$ cat config.mk
export PLATFORM = sky130hd
export DESIGN_NAME = adc_seq_ctrl
export DESIGN_NICKNAME = d
export VERILOG_FILES = /design/src/rtl/adc_seq_pkg.sv /design/src/rtl/adc_seq_sync.sv /design/src/rtl/adc_seq_decode.sv /design/src/rtl/adc_seq_sar.sv /design/src/rtl/adc_seq_ctrl.sv
export SDC_FILE = /design/constraint.sdc
export NUM_CORES = 1
export LEC_CHECK = 0
export BUFFER_PORTS_ARGS = -buffer_cell sky130_fd_sc_hd__buf_2
export CAP_MARGIN = 0
export CORE_ASPECT_RATIO = 1.5
export CORE_MARGIN = 2
export CORE_UTILIZATION = 63
export DETAILED_ROUTE_END_ITERATION = 6
export PLACE_DENSITY = 0.86
export SLEW_MARGIN = 20
export SYNTH_ARGS = -nofsm -noshare
export SYNTH_HDL_FRONTEND = slang
export SYNTH_SLANG_ARGS = --single-unit
$ cat constraint.sdc
create_clock -name clk -period 3.8 [get_ports clk]
set_clock_uncertainty 0.2 [all_clocks]
set_input_delay 0.57 -clock clk [delete_from_list [all_inputs] [get_ports clk]]
set_output_delay 0.57 -clock clk [all_outputs]
set_load 0.05 [all_outputs]
$ cat src/rtl/adc_seq_pkg.sv
package adc_seq_pkg;

   typedef enum logic [1:0] {
      ST_IDLE  = 2'd0,
      ST_CMD   = 2'd1,
      ST_CONV  = 2'd2,
      ST_SHOUT = 2'd3
   } seq_state_t;

endpackage

$ cat src/rtl/adc_seq_sync.sv
module adc_seq_sync #(
   parameter int         W       = 1,
   parameter int         STAGES  = 2,
   parameter logic [W-1:0] RST_VAL = '0
) (
   input  logic         clk,
   input  logic         rst_n,
   input  logic [W-1:0] d,
   output logic [W-1:0] q
);

   if (W < 1) begin : g_bad_w
      $error("adc_seq_sync: W must be at least 1");
   end
   if (STAGES < 0) begin : g_bad_st
      $error("adc_seq_sync: STAGES must not be negative");
   end

   if (STAGES == 0) begin : g_pass
      assign q = d;
   end else begin : g_chain
      logic [W-1:0] stg [STAGES];
      always_ff @(posedge clk or negedge rst_n) begin
         if (!rst_n) begin
            for (int i = 0; i < STAGES; i++) stg[i] <= RST_VAL;
         end else begin
            stg[0] <= d;
            for (int i = 1; i < STAGES; i++) stg[i] <= stg[i-1];
         end
      end
      assign q = stg[STAGES-1];
   end

endmodule

$ cat src/rtl/adc_seq_decode.sv
module adc_seq_decode #(
   parameter int CH_W = 3
) (
   input  logic [CH_W:0]   hdr,
   output logic [CH_W-1:0] pos_sel,
   output logic [CH_W-1:0] neg_sel,
   output logic            neg_to_gnd
);

   logic            single;
   logic [CH_W-1:0] chan;

   assign single = hdr[0];
   assign chan   = hdr[CH_W:1];

   always_comb begin
      pos_sel    = chan;
      neg_to_gnd = single;
      if (single) neg_sel = '0;
      else        neg_sel = {chan[CH_W-1:1], ~chan[0]};
   end

endmodule

$ cat src/rtl/adc_seq_sar.sv
module adc_seq_sar #(
   parameter int RES_W = 12
) (
   input  logic             clk,
   input  logic             rst_n,
   input  logic             start,
   input  logic             step,
   input  logic             cmp_le,
   output logic [RES_W-1:0] code,
   output logic [RES_W-1:0] resolved
);

   localparam logic [RES_W-1:0] TOP_BIT = {1'b1, {(RES_W-1){1'b0}}};

   logic [RES_W-1:0] mask;

   assign resolved = cmp_le ? code : (code & ~mask);

   always_ff @(posedge clk or negedge rst_n) begin
      if (!rst_n) begin
         code <= '0;
         mask <= '0;
      end else if (start) begin
         code <= TOP_BIT;
         mask <= TOP_BIT;
      end else if (step) begin
         code <= resolved | (mask >> 1);
         mask <= mask >> 1;
      end
   end


   mask_onehot_chk: assert property (@(posedge clk) disable iff (!rst_n)
      $onehot0(mask));


   code_hold_chk: assert property (@(posedge clk) disable iff (!rst_n)
      !(start || step) |=> $stable(code));

endmodule

$ cat src/rtl/adc_seq_ctrl.sv
module adc_seq_ctrl
   import adc_seq_pkg::*;
#(
   parameter int RES_W       = 12,
   parameter int CMD_W       = 8,
   parameter int NUM_CH      = 8,
   parameter int SYNC_STAGES = 2
) (
   input  logic                      clk,
   input  logic                      rst_n,
   input  logic                      cs_n,
   input  logic                      sclk,
   input  logic                      din,
   input  logic                      cmp_le,
   output logic                      dout,
   output logic                      track,
   output logic                      on_neg,
   output logic [$clog2(NUM_CH)-1:0] pos_ch,
   output logic [$clog2(NUM_CH)-1:0] neg_ch,
   output logic                      neg_gnd,
   output logic [RES_W-1:0]          dac_code
);

   localparam int CH_W    = $clog2(NUM_CH);
   localparam int MAX_CNT = (RES_W > CMD_W) ? RES_W : CMD_W;
   localparam int CNT_W   = $clog2(MAX_CNT + 1);
   localparam logic [CNT_W-1:0] CNT_SEL  = CNT_W'(CH_W + 2);
   localparam logic [CNT_W-1:0] CNT_HOLD = CNT_W'(CMD_W);
   localparam logic [CNT_W-1:0] CNT_LAST = CNT_W'(RES_W - 1);

   if (NUM_CH < 2 || NUM_CH != (1 << CH_W)) begin : g_bad_ch
      $error("adc_seq_ctrl: NUM_CH must be a power of two, at least 2");
   end
   if (CMD_W < CH_W + 2) begin : g_bad_cmd
      $error("adc_seq_ctrl: CMD_W too short for start, channel and mode bits");
   end
   if (RES_W < 2) begin : g_bad_res
      $error("adc_seq_ctrl: RES_W must be at least 2");
   end

   // ---------------- input conditioning ----------------
   logic [2:0] pins_s;
   logic       cs_s, sclk_s, din_s, sclk_q;
   logic       rise, fall;

   adc_seq_sync #(.W(3), .STAGES(SYNC_STAGES), .RST_VAL(3'b100)) u_sync (
      .clk   (clk),
      .rst_n (rst_n),
      .d     ({cs_n, sclk, din}),
      .q     (pins_s)
   );

   assign {cs_s, sclk_s, din_s} = pins_s;

   always_ff @(posedge clk or negedge rst_n) begin
      if (!rst_n) sclk_q <= 1'b0;
      else        sclk_q <= sclk_s;
   end

   assign rise = !cs_s &&  sclk_s && !sclk_q;
   assign fall = !cs_s && !sclk_s &&  sclk_q;

   // ---------------- sequencer state ----------------
   seq_state_t       state;
   logic [CNT_W-1:0] cnt;
   logic [CMD_W-1:0] sreg;
   logic [RES_W-1:0] res_sh;
   logic             sar_start, sar_step;
   logic [RES_W-1:0] sar_res;
   logic [CH_W-1:0]  dec_pos, dec_neg;
   logic             dec_gnd;

   assign sar_start = (state == ST_CMD)  && fall && (cnt == CNT_HOLD);
   assign sar_step  = (state == ST_CONV) && fall;

   adc_seq_decode #(.CH_W(CH_W)) u_dec (
      .hdr        (sreg[CH_W:0]),
      .pos_sel    (dec_pos),
      .neg_sel    (dec_neg),
      .neg_to_gnd (dec_gnd)
   );

   adc_seq_sar #(.RES_W(RES_W)) u_sar (
      .clk      (clk),
      .rst_n    (rst_n),
      .start    (sar_start),
      .step     (sar_step),
      .cmp_le   (cmp_le),
      .code     (dac_code),
      .resolved (sar_res)
   );

   always_ff @(posedge clk or negedge rst_n) begin
      if (!rst_n) begin
         state   <= ST_IDLE;
         cnt     <= '0;
         sreg    <= '0;
         res_sh  <= '0;
         dout    <= 1'b0;
         track   <= 1'b1;
         on_neg  <= 1'b0;
         pos_ch  <= '0;
         neg_ch  <= '0;
         neg_gnd <= 1'b1;
      end else if (cs_s) begin
         state  <= ST_IDLE;
         cnt    <= '0;
         dout   <= 1'b0;
         track  <= 1'b1;
         on_neg <= 1'b0;
      end else begin
         case (state)
            ST_IDLE: begin
               if (rise && din_s) begin
                  state <= ST_CMD;
                  cnt   <= CNT_W'(1);
                  sreg  <= {sreg[CMD_W-2:0], 1'b1};
               end
            end
            ST_CMD: begin
               if (rise && cnt < CNT_HOLD) begin
                  sreg <= {sreg[CMD_W-2:0], din_s};
                  cnt  <= cnt + 1'b1;
               end else if (fall) begin
                  if (cnt == CNT_SEL) begin
                     pos_ch  <= dec_pos;
                     neg_ch  <= dec_neg;
                     neg_gnd <= dec_gnd;
                  end
                  if (cnt == CNT_HOLD) begin
                     state  <= ST_CONV;
                     cnt    <= '0;
                     track  <= 1'b0;
                     on_neg <= 1'b1;
                  end
               end
            end
            ST_CONV: begin
               if (fall) begin
                  if (cnt == CNT_LAST) begin
                     state  <= ST_SHOUT;
                     cnt    <= '0;
                     track  <= 1'b1;
                     on_neg <= 1'b0;
                     res_sh <= sar_res;
                     dout   <= sar_res[RES_W-1];
                  end else begin
                     cnt <= cnt + 1'b1;
                  end
               end
            end
            ST_SHOUT: begin
               if (fall) begin
                  if (cnt == CNT_LAST) begin
                     state <= ST_IDLE;
                     cnt   <= '0;
                     dout  <= 1'b0;
                  end else begin
                     cnt    <= cnt + 1'b1;
                     res_sh <= res_sh << 1;
                     dout   <= res_sh[RES_W-2];
                  end
               end
            end
            default: state <= ST_IDLE;
         endcase
      end
   end


   sw_exclusive_chk: assert property (@(posedge clk) disable iff (!rst_n)
      !(track && on_neg));


   hold_moves_node_chk: assert property (@(posedge clk) disable iff (!rst_n)
      $fell(track) |-> on_neg);


   sel_frozen_chk: assert property (@(posedge clk) disable iff (!rst_n)
      (on_neg && $past(on_neg)) |-> $stable({pos_ch, neg_ch, neg_gnd}));


   abort_idle_chk: assert property (@(posedge clk) disable iff (!rst_n)
      cs_s |=> (track && !on_neg && !dout));


   idle_quiet_chk: assert property (@(posedge clk) disable iff (!rst_n)
      (state == ST_IDLE) |-> !dout);

endmodule

# Word-level counts from Yosys, hierarchy flattened
# Index checks and enable logic that the tools add are counted.
dict set report word_totals {
  ff_bits 62
  input_bits 6
  out_inout_bits 22
  word_cells 124
}
dict set report op_classes {
  addsub 1
  order_cmp 1
  n_eq_ne 23
  muxes 52
  n_bitwise 6
  reduce_logical 26
}
# operator n
set op_table {}
lappend op_table {{$mux 12} 5}
lappend op_table {{$mux 11} 4}
lappend op_table {{$mux 4} 9}
lappend op_table {{$pmux 11 s2} 1}
lappend op_table {{$mux 2} 9}
lappend op_table {{$ne 3x2->1 const B} 6}
lappend op_table {{$mux 1} 17}
lappend op_table {{$and 12x12->12} 1}
lappend op_table {{$not 12->12} 1}
lappend op_table {{$or 12x11->12} 1}
lappend op_table {{$pmux 4 s3} 1}
lappend op_table {{$reduce_and 4->1} 3}
lappend op_table {{$reduce_and 6->1} 2}
lappend op_table {{$logic_and 1x1->1} 9}
lappend op_table {{$ne 3x1->1 const B} 3}
lappend op_table {{$eq 4x4->1 const B} 2}
lappend op_table {{$ne 2x2->1 const B} 4}
lappend op_table {{$pmux 2 s4} 1}
lappend op_table {{$pmux 4 s2} 1}
lappend op_table {{$reduce_and 8->1} 1}
lappend op_table {{$pmux 1 s2} 3}
lappend op_table {{$reduce_bool 2->1} 3}
lappend op_table {{$reduce_bool 3->1} 2}
lappend op_table {{$reduce_and 5->1} 1}
lappend op_table {{13 further kinds} 19}

# Longest topological paths before layout
# Gate-level depths: netlist of run 1.
dict set report depth {
  word_depth 7
  mapped_depth 8
  depth_no_buf 7
}

# By module
# A second synthesis of run 1 with hierarchy kept.
dict set report unflattened {
  hier_cells 277
  hier_area_um2 3047.9
}
# mod instances cells_each area_each_um2 seq_area_each_um2
set by_module_without_submodules {}
lappend by_module_without_submodules {adc_seq_ctrl 1 156 1719.1 803.3}
lappend by_module_without_submodules {adc_seq_sar 1 105 1107.3 600.6}
lappend by_module_without_submodules {adc_seq_sync 1 9 175.2 152.6}
lappend by_module_without_submodules {adc_seq_decode 1 7 46.3 0.0}

# Least setup slack after synthesis of run 1
# Ideal clock, no wire load.
dict set report synth_path {
  path_kind {reg2reg}
  startpoint {reg u_sync.g_chain.stg (netlist bit u_sync.q[1])}
  endpoint {reg neg_ch[0]}
  setup_ns 0.125
  arrival_ns 1.664
  required_ns 3.475
  slack_ns 1.811
  stages_incl_launch_ff 5
  n_path_buf 1
  synth_period_minus_slack_ns 1.989
  path_cell_list {dfrtp_1 -> or3b_1 -> buf_2 -> nor4_4 -> mux2_2}
}
dict set report synth_between {
  elab_chain_len 5
  elab_cells_between_ends 8
  cone_classes {1 x bitwise; 7 x reduce/logical}
}
# item line
set synth_rtl {}
lappend synth_rtl {{from (decl)} adc_seq_sync.sv:22} ;# logic [W-1:0] stg [STAGES];
lappend synth_rtl {{$logic_and 1x1->1 (2 in a row)} adc_seq_ctrl.sv:60} ;# assign rise = !cs_s && sclk_s && !sclk_q;
lappend synth_rtl {{$logic_and 1x1->1} adc_seq_ctrl.sv:121} ;# if (rise && cnt < CNT_HOLD) begin
lappend synth_rtl {{$not 1->1 (no source line)} n/a}
lappend synth_rtl {{$reduce_and 5->1 (no source line) (*)} n/a}
lappend synth_rtl {{to (signal assigned)} adc_seq_ctrl.sv:127} ;# neg_ch <= dec_neg;
lappend synth_rtl {{to (decl)} adc_seq_ctrl.sv:19} ;# output logic [$clog2(NUM_CH)-1:0] neg_ch,
# Mark *: on every way between the ends. The rest lies on a longest branch, timed or not.
# A chain may end at the register's enable or synchronous reset.

# Worst setup path after layout of run 1
dict set report layout_path {
  startpoint {reg u_sync.g_chain.stg (netlist bit u_sync.q[2])}
  endpoint {reg u_sar.mask[7]}
}
dict set report layout_between {
  elab_chain_len 6
  elab_cells_between_ends 8
  cone_classes {1 x mux; 7 x reduce/logical}
}
# item line
set layout_rtl {}
lappend layout_rtl {{$logic_not 1->1 (*)} adc_seq_ctrl.sv:61} ;# assign fall = !cs_s && !sclk_s && sclk_q;
lappend layout_rtl {{$logic_and 1x1->1 (*) (2 in a row)} adc_seq_ctrl.sv:61}
lappend layout_rtl {{$logic_and 1x1->1 (2 in a row)} adc_seq_ctrl.sv:73} ;# assign sar_start = (state == ST_CMD) && fall && (cnt == CNT_HOLD);
lappend layout_rtl {{$mux 12 / $reduce_bool 2->1 (equally long branches)} n/a}
lappend layout_rtl {{to (signal assigned)} adc_seq_sar.sv:28} ;# mask <= mask >> 1;
lappend layout_rtl {{to (decl)} adc_seq_sar.sv:15} ;# logic [RES_W-1:0] mask;
# Marks and branches as above.

==> results.cfg, run 1 <==
[cells_and_area]
fin_nets = 332
diodes = 0
fin_util_pct = 74.31
area_delta_synth_final_pct = 12.52
multi_input_comb_area_um2 = 1134
fillers = 305
regArea_um2 = 1556
mostFrequentLayoutCells = 58 x dfrtp_1, 46 x nand2_1, 27 x o21ai_0
final_common_cell = dfrtp_1
drive_above_1_share_pct = 19.20

[critical_path]
crit_path_cell_trace = or3b_1 -> nor2_1 -> nand2_1 -> a21oi_1
crit_slowest_cell = nor2_1
cp_max_fo = 16
slowest_delay_ns = 0.69
start_kind = flop
r2r_cells = 4
critPathCaptureType = flop
rr_startpoint = u_sync.q[2]
critPathArrivalTime_ns = 2.38
r2r_slack_ns = 1.48
critical_path_class = flop to flop
critPathBufInv = 0
path_delay_family = simple AND/OR/NAND/NOR gates
r2r-end = u_sar.mask[7]
required_ns = 3.86

[synth]
ys.flop_type = dfrtp_1
yosys.area.top_type = dfrtp_1
synth_area_um2 = 2828
yosysUniqueCellTypes = 39
synthXorXnorAreaFrac_pct = 0.3097
synth_warnings = 0
ys_ff_latch = 62
syn_inst = 291
synth_edf_count = 0
synth_async_sr_flop_share_pct = 100.0
synth_compound_area_share_pct = 17.39
synthTopCellsByArea = dfrtp_1 51%, nand2_1 6.1%, o21ai_0 4.8%
yosys.area_share.simple_pct = 15.40
synth_fp_nets = 304
synthMuxAreaShare_pct = 3.894
syn_area_per_cell_um2 = 9.717
synthAdderAreaFrac_pct = 3.097
seq_area_frac_synth_pct = 55.04
synth_top_family_by_area = compound AO/OA/AOI/OAI gates
synth.top_cell.area_share_pct = 51.33

[sta]
tightest_slew_ns = 0.8299
slew_viol_final = 0
worst_slack_ns = 1.481
whs_ns = 0.04284
fin_crit_sh_pct = 61.02
max_freq_mhz = 431.2
relSlewSlack_pct = 44.47
hold_viol = 0
setup_tns_ns = 0
min_period_ns = 2.319
setup_viol = 0
rsz0062_at_grt = false

[detailed_routing]
routedWlPerCell_um = 14.51
drcViolationCount = 2
wirelength_mm = 5.355
viasPerCell = 5.851
vias = 2159
antenna_left = 0
first_pass_iters = 6
first_iter_violations = 85

[job]
max-cap-violations = 0

[run_status]
status = complete, but fails checks
violations = design-rule violations

[floorplanning]
die_area_um2 = 5051
die_w_um = 58.70
std_cell_rows = 29
core_region_area_um2 = 4282
chipHeight_um = 86.05
pin_count = 28
initial_utilization_pct = 66.04

[place]
post-place-ws_ns = 1.508
numPortBuffers = 27
hpwl_mm = 3.722
place_congestion = 0.8595

[pwr]
power.leakage_nw = 1.438
worst_ir_drop_vdd_mv = 0.3389
p_per_area_nw_per_um2 = 506.3

[grt]
grt_max_degree = 51
grt_pass1_vias = 2179
antenna_found_initial = 0
grt_pass1_wl_mm = 9.591
grt.overflow.total = 0
grt.total_usage_pct = 25.22

[cts]
clkSlewWorstSetupHoldPaths_ns = 0.06
clk_latency_ns = 0.33
cts_resized = 0
htreeDepth = 3
cts_num_sinks = 62
cts_buffers = 9
post-cts-setup-buffers = 0
cts.path.max_buffers = 2
cts_tree = yes
holdBufCountCts = 0
root_buffer = clkbuf_8

[hold_path]
hp-class = primary input to asynchronous set/reset pin
==> kinds of logic (layout without fill, tap and decap cells) <==
group	count (synthesis)	count (layout)
flip-flops	62	62
AO/OA/AOI/OAI	83	83
adder cells (fa/ha/maj)	7	7
AND/OR/NAND/NOR	92	92
XOR/XNOR	1	1
multiplexers	10	10
buffers and inverters	36	68
==> metal layers <==
metal	wire length [um]	track usage [%]	vias up
li1	-	-	1049
met1	2188	30.51	1047
met2	2811	41.78	49
met3	202	6.787	14
met4	154	11.16	0
met5	0	0	-
==> worst max path at each step <==
stage                      from              to  cells past startpoint
finish              u_sync.q[2]   u_sar.mask[7]                      4
global route        u_sync.q[2]  u_sar.code[11]                      5
CTS                 u_sync.q[2]  u_sar.code[11]                      5
detailed placement  u_sync.q[2]  u_sar.code[11]                      5
global placement    u_sync.q[2]   u_sar.mask[0]                      4
floorplan           u_sync.q[1]       neg_ch[0]                      4
==> worst reg2reg max path, delay by kind of cell (launching register included) <==
kind / cells / cell delay [ns]
AO/OA/AOI/OAI: 1 / 0.18
flip-flops: 1 / 0.46
AND/OR/NAND/NOR: 3 / 1.41
==> area by class of cell <==
cell class	instances	area share, %
Tap cell	46	1.809
Clock inverter	2	1.101
Sequential cell	62	48.92
Timing Repair Buffer	31	5.269
Clock buffer	13	4.680
Inverter	22	2.595
Multi-Input combinational cell	193	35.63
==> stage by stage <==
stage	power, mW	cells	cell area (um^2)
detailed placement	1.078	354	2995
global route	1.689	369	3182
global placement	1.065	354	2995
CTS	1.621	369	3179
floorplan	0.9951	291	2828
finish	1.611	369	3182
==> power by group <==
group	switching, mW	internal, mW	leakage [nW]	total [mW]
clock network	0.229	0.317	0.0935	0.546
logic	0.183	0.109	0.630	0.292
registers	0.0494	0.724	0.715	0.773
==> sequential cells by signal, indices dropped and copies added, names as in the netlist, 3 cells and up <==
| register | flops |
|---|---|
| u_sar.code | 12 |
| u_sar.mask | 12 |
| res_sh | 11 |
| cnt | 4 |
| sreg | 4 |
| neg_ch | 3 |
| pos_ch | 3 |
| u_sync.g_chain.stg | 3 |
| u_sync.q | 3 |
==> synth_stat cells, types with 2 or more instances <==
library cell   n
a21o_1         2
a21oi_1       25
a31oi_1       10
buf_2          2
clkbuf_1      12
dfrtp_1       58
dfstp_2        4
ha_1           7
inv_1         22
mux2_2         8
mux2i_1        2
nand2_1       46
nand2b_1       3
nand3_1        5
nand3b_1       5
nor2_1        24
nor3_2         2
o211ai_1       3
o21ai_0       27
o22ai_1        2
o2bb2ai_1      2
o31ai_1        3
(Power assumes the default switching activity.)
==> run 2, diff against run 1 <==
--- a/config.mk
+++ b/config.mk
@@ -9,9 +9,9 @@
 export CAP_MARGIN = 0
 export CORE_ASPECT_RATIO = 1.5
 export CORE_MARGIN = 2
-export CORE_UTILIZATION = 63
+export CORE_UTILIZATION = 58
 export DETAILED_ROUTE_END_ITERATION = 6
-export PLACE_DENSITY = 0.86
+export PLACE_DENSITY = 0.8
 export SLEW_MARGIN = 20
 export SYNTH_ARGS = -nofsm -noshare
 export SYNTH_HDL_FRONTEND = slang
==> constraint.sdc (replaced) <==
create_clock -name clk -period 2.4 [get_ports clk]
set_clock_uncertainty 0.2 [all_clocks]
set_input_delay 0.36 -clock clk [delete_from_list [all_inputs] [get_ports clk]]
set_output_delay 0.36 -clock clk [all_outputs]
set_load 0.05 [all_outputs]
==> run 2 against run 1 <==
Compared with the run above:
- the run now ends clean
- final area increased by 4.7%
- power increased by 70%
- clock power increased by 89%
- largest cell class unchanged
- highest routed layer unchanged
==> results.cfg, run 2 (synthesis gave the netlist of run 1 again) <==
[sta]
max_freq_mhz = 449.9
setup_tns_ns = 0
relSlewSlack_pct = 63.43
rsz0062_at_grt = false
fin_crit_sh_pct = 92.61
setup_viol = 0
tightest_slew_ns = 0.5486
hold_viol = 0
slew_viol_final = 0
min_period_ns = 2.223

[floorplanning]
initial_utilization_pct = 59.27
std_cell_rows = 31
core_region_area_um2 = 4771
die_area_um2 = 5461
die_w_um = 61.01
pin_count = 28
chipHeight_um = 89.52

[critical_path]
crit_path_cell_trace = inv_1 -> ha_1 -> inv_1 -> nand3_1 -> a21oi_1 -> mux2_2
crit_top_cell = inv_1
worst-path-stages = 6
start_kind = flop
critical_path_class = flop to flop
critPathBufInv = 2
crit_slowest_cell = a21oi_1
r2r-end = sreg[1]
required_ns = 2.42
r2r_slack_ns = 0.18
critPathCaptureType = flop
path_delay_family = compound AO/OA/AOI/OAI gates
rr_startpoint = state[1]
startpoint = state[1]
slowest_delay_ns = 0.45
cp_max_fo = 5
critPathArrivalTime_ns = 2.24
r2r_cells = 6

[cells_and_area]
fin_util_pct = 69.81
drive_above_1_share_pct = 21.08
area_delta_synth_final_pct = 17.79
diodes = 0
stdcell_count = 398
final_common_cell = dfrtp_1
mostFrequentLayoutCells = 58 x dfrtp_1, 45 x nand2_1, 27 x o21ai_0, 27 x buf_2, 25 x a21oi_1
reg.largest.list = u_sar.code x12, u_sar.mask x12, res_sh x11
fillers = 384
fin_nets = 340

[hold_path]
hold_end = u_sync.q[0]
hold_depth = 0
min_from = u_sync.g_chain.stg[3]
hp-class = flop to flop

[place]
hpwl_mm = 3.929
place_congestion = 0.8381
numPortBuffers = 27
dpl.cell_count = 378

[pwr]
power.leakage_nw = 1.502
total_power_mw = 2.743
worst_ir_drop_vdd_mv = 0.4398
p_per_area_nw_per_um2 = 823.5

[detailed_routing]
vias = 2195
antenna_left = 0
routedWlPerCell_um = 14.23
drcViolationCount = 0
viasPerCell = 5.515
wirelength_mm = 5.665
first_iter_violations = 119
first_pass_iters = 4

[cts]
cts.path.max_buffers = 2
clkSlewWorstSetupHoldPaths_ns = 0.06
clk_latency_ns = 0.34
cts_buffers = 9
htreeDepth = 3
cts_tree = yes
cts_num_sinks = 62
root_buffer = clkbuf_8

[run_status]
status = complete, no violations

[grt]
grt.overflow.total = 0
grt_pass1_wl_mm = 9.604
grt.total_usage_pct = 24.30
grt_max_degree = 40
antenna_found_initial = 0
grt_pass1_vias = 2097

[job]
max-cap-violations = 0
## run 2: cell count changes in the layout (fill, tap and decap cells not counted), sizes merged
cell / change
clkinv: +1
dlygate4sd3: +4
buf: +4
clkbuf: -1
bufinv: +1
## run 2: area by class of cell
cell class / count / area (um^2) / area share [%]
Tap cell: 66 / 82.58 / 2.479
Clock inverter: 4 / 70.07 / 2.104
Sequential cell: 62 / 1556 / 46.73
Clock buffer: 12 / 155.1 / 4.658
Timing Repair Buffer: 39 / 247.7 / 7.438
Inverter: 22 / 82.58 / 2.479
Multi-Input combinational cell: 193 / 1136 / 34.11
## run 2: layer usage
layer  wire length [um]  vias to the layer above  share of wire, %  GRT usage, %
li1                   -                     1074                 -             -
met1               2389                     1054                42         30.42
met2               2899                       52                51         38.12
met3                208                       15               3.7         6.657
met4                168                        0               3.0         12.45
met5                  0                        -                 0             0
## run 2: repair_timing
action | in CTS | in global routing
resized for setup | 0 | 1
hold endpoints to repair | 25 | 0
hold buffers | 4 | 0
endpoints found under the setup margin | 0 | 1
buffers inserted | 0 | 0
## run 2: stage by stage
stage          area [um^2]  setup WS (ns)  hold WS, ns
4_1_cts               3328         0.2131       0.1520
5_1_grt               3331        0.03026       0.1611
3_3_place_gp          3063         0.2765       0.1371
3_5_place_dp          3063         0.2426       0.1401
2_1_floorplan         2828         0.4108      -0.1356
6_report              3331         0.1774       0.1495
## run 2: how the worst max path moves through the flow
stage                            to  slack, ns
after global routing         cnt[3]       0.03
final                       sreg[1]       0.18
after CTS                   sreg[1]       0.21
after floorplan           neg_ch[0]       0.41
after global placement       cnt[3]       0.28
after detailed placement  pos_ch[1]       0.24
## run 2: report_power, final
group          switching (mW)  leakage (nW)  internal [mW]
logic                   0.306         0.671          0.181
registers              0.0800         0.715           1.15
clock network           0.392         0.116          0.638
total                   0.778          1.50           1.97
==> run 3, diff against run 2 <==
--- a/config.mk
+++ b/config.mk
@@ -8,10 +8,10 @@
 export BUFFER_PORTS_ARGS = -buffer_cell sky130_fd_sc_hd__buf_2
 export CAP_MARGIN = 0
 export CORE_ASPECT_RATIO = 1.5
-export CORE_MARGIN = 2
-export CORE_UTILIZATION = 58
+export CORE_MARGIN = 5
+export CORE_UTILIZATION = 63
 export DETAILED_ROUTE_END_ITERATION = 6
-export PLACE_DENSITY = 0.8
+export PLACE_DENSITY = 0.86
 export SLEW_MARGIN = 20
 export SYNTH_ARGS = -nofsm -noshare
 export SYNTH_HDL_FRONTEND = slang
==> constraint.sdc (replaced) <==
create_clock -name clk -period 2.7 [get_ports clk]
set_clock_uncertainty 0.2 [all_clocks]
set_input_delay 0.405 -clock clk [delete_from_list [all_inputs] [get_ports clk]]
set_output_delay 0.405 -clock clk [all_outputs]
set_load 0.05 [all_outputs]
==> run 3 against run 2 <==
Compared with the run above:
- sequential power fell by 11%
- global-route usage fell by 2.5 points
- via count rose by 2.9%
- combinational power fell by 14%
- final cell count fell by 5.0%
- first-iteration DRC count fell by 5.0%
- critical path depth fell by 3
- fmax rose by 0.87%
- power fell by 20%
==> results.cfg, run 3 (synthesis gave the netlist of run 1 again) <==
[pwr]
power.leakage_nw = 1.455
seqPwrFrac_pct = 49.6
pwr-share-clk_pct = 31.3
switching_share_pct = 30.37
intPower_mw = 1.532
power.switching_mw = 0.6684
total_power_mw = 2.201
p_per_area_nw_per_um2 = 684.4
pwr-share-comb_pct = 19.1
worst_ir_drop_vdd_mv = 0.5550

[critical_path]
required_ns = 2.72
cp_max_fo = 16
slowest_delay_ns = 0.53
critical_path_class = flop to flop
crit_path_cell_trace = or3b_1 -> nor4_4 -> mux2_2
critPathCaptureType = flop
critPathArrivalTime_ns = 2.22
crit_slowest_cell = or3b_1
start_kind = flop

[floorplanning]
die_area_um2 = 5956
die_w_um = 64.70
pin_count = 28
initial_utilization_pct = 63.84
chipHeight_um = 92.05
std_cell_rows = 30
core_region_area_um2 = 4429

[cells_and_area]
diodes = 0
reg.largest.list = u_sar.code x12, u_sar.mask x12, res_sh x11
fillers = 346
drive_above_1_share_pct = 19.39
fin_nets = 338
final_common_cell = dfrtp_1
mostFrequentLayoutCells = 58 x dfrtp_1, 46 x nand2_1, 27 x o21ai_0, 27 x buf_2, 25 x a21oi_1
area_delta_synth_final_pct = 13.72

[sta]
hold_viol = 0
rsz0062_at_grt = false
setup_tns_ns = 0
tightest_slew_ns = 0.5860
max_freq_mhz = 453.8
fin_crit_sh_pct = 81.61
setup_viol = 0
relSlewSlack_pct = 60.84
min_period_ns = 2.204
slew_viol_final = 0

[cts]
htreeDepth = 3
holdBufCountCts = 4
clk_latency_ns = 0.33
post-cts-setup-buffers = 0
cts_tree = yes
root_buffer = clkbuf_8
clkSlewWorstSetupHoldPaths_ns = 0.06
cts_num_sinks = 62
cts_buffers = 9
cts_resized = 0
cts.path.max_buffers = 2

[place]
place_congestion = 0.8695
hpwl_mm = 4.063
numPortBuffers = 27

[detailed_routing]
first_pass_iters = 4
drt-met1-wl_mm = 2.290
viasPerCell = 5.974
met3_length_um = 319
highest_layer = met4
first_iter_violations = 113
routedWlPerCell_um = 15.62
wl_met2_mm = 3.188
wirelength_mm = 5.906
antenna_left = 0
drcViolationCount = 0
vias = 2258

[grt]
antenna_found_initial = 0
grt.total_usage_pct = 21.85
grt_pass1_wl_mm = 10.05
grt.overflow.total = 0
grt_pass1_vias = 2170
grt_max_degree = 25

[job]
max-cap-violations = 0

[hold_path]
hp-class = flop to flop

[run_status]
status = complete, no violations
run 3: worst max-delay path: cells and delay by family, from the launching register on:
family	cells	cell delay (ns)
AND/OR/NAND/NOR	2	1.03
flip-flops	1	0.46
multiplexers	1	0.40
run 3: path summary, 6_finish.rpt:
check                                            from              to  slack, ns  cells after the start
worst max-delay path                      u_sync.q[2]       pos_ch[0]       0.50                      3
worst min-delay path            u_sync.g_chain.stg[5]     u_sync.q[2]       0.16                      0
worst max register to register            u_sync.q[2]       pos_ch[0]       0.50                      3
worst min register to register  u_sync.g_chain.stg[5]     u_sync.q[2]       0.16                      0
max in group asynchronous                       rst_n  u_sar.mask[10]       1.20                      3
min in group asynchronous                       rst_n          sclk_q       0.40                      2
run 3: layout make-up:
cell class	count	area [um^2]	share of cell area, %
Multi-Input combinational cell	193	1134	35.25
Timing Repair Buffer	37	220.2	6.848
Sequential cell	62	1556	48.40
Tap cell	48	60.06	1.868
Clock buffer	14	152.6	4.747
Inverter	22	82.58	2.568
Clock inverter	2	10.01	0.3113
run 3: metrics by stage:
step	setup WS (ns)	hold WS [ns]	cells	utilization [%]	cell area [um^2]
CTS	0.4953	0.1511	378	72.60	3216
global placement	0.5471	0.1357	358	68.02	3013
floorplan	0.7108	-0.09059	291	-	2828
global route	0.3264	0.1646	378	72.60	3216
detailed placement	0.5016	0.1363	358	68.02	3013
finish	0.4964	0.1622	378	72.60	3216
run 3: power by group through the flow:
stage                     clock network [mW]  logic (mW)  registers, mW
after global routing                   0.749       0.470           1.10
after global placement                     0       0.401           1.10
final                                  0.689       0.419           1.09
after detailed placement                   0       0.410           1.11
after CTS                              0.697       0.420           1.09
after floorplan                            0       0.270           1.13
run 3: routing by layer:
| layer | up-vias | global-route usage [%] |
|---|---|---|
| met5 | - | 0 |
| met4 | 0 | 8.818 |
| met3 | 11 | 5.760 |
| met2 | 61 | 37.92 |
| met1 | 1117 | 25.12 |
| li1 | 1069 | - |
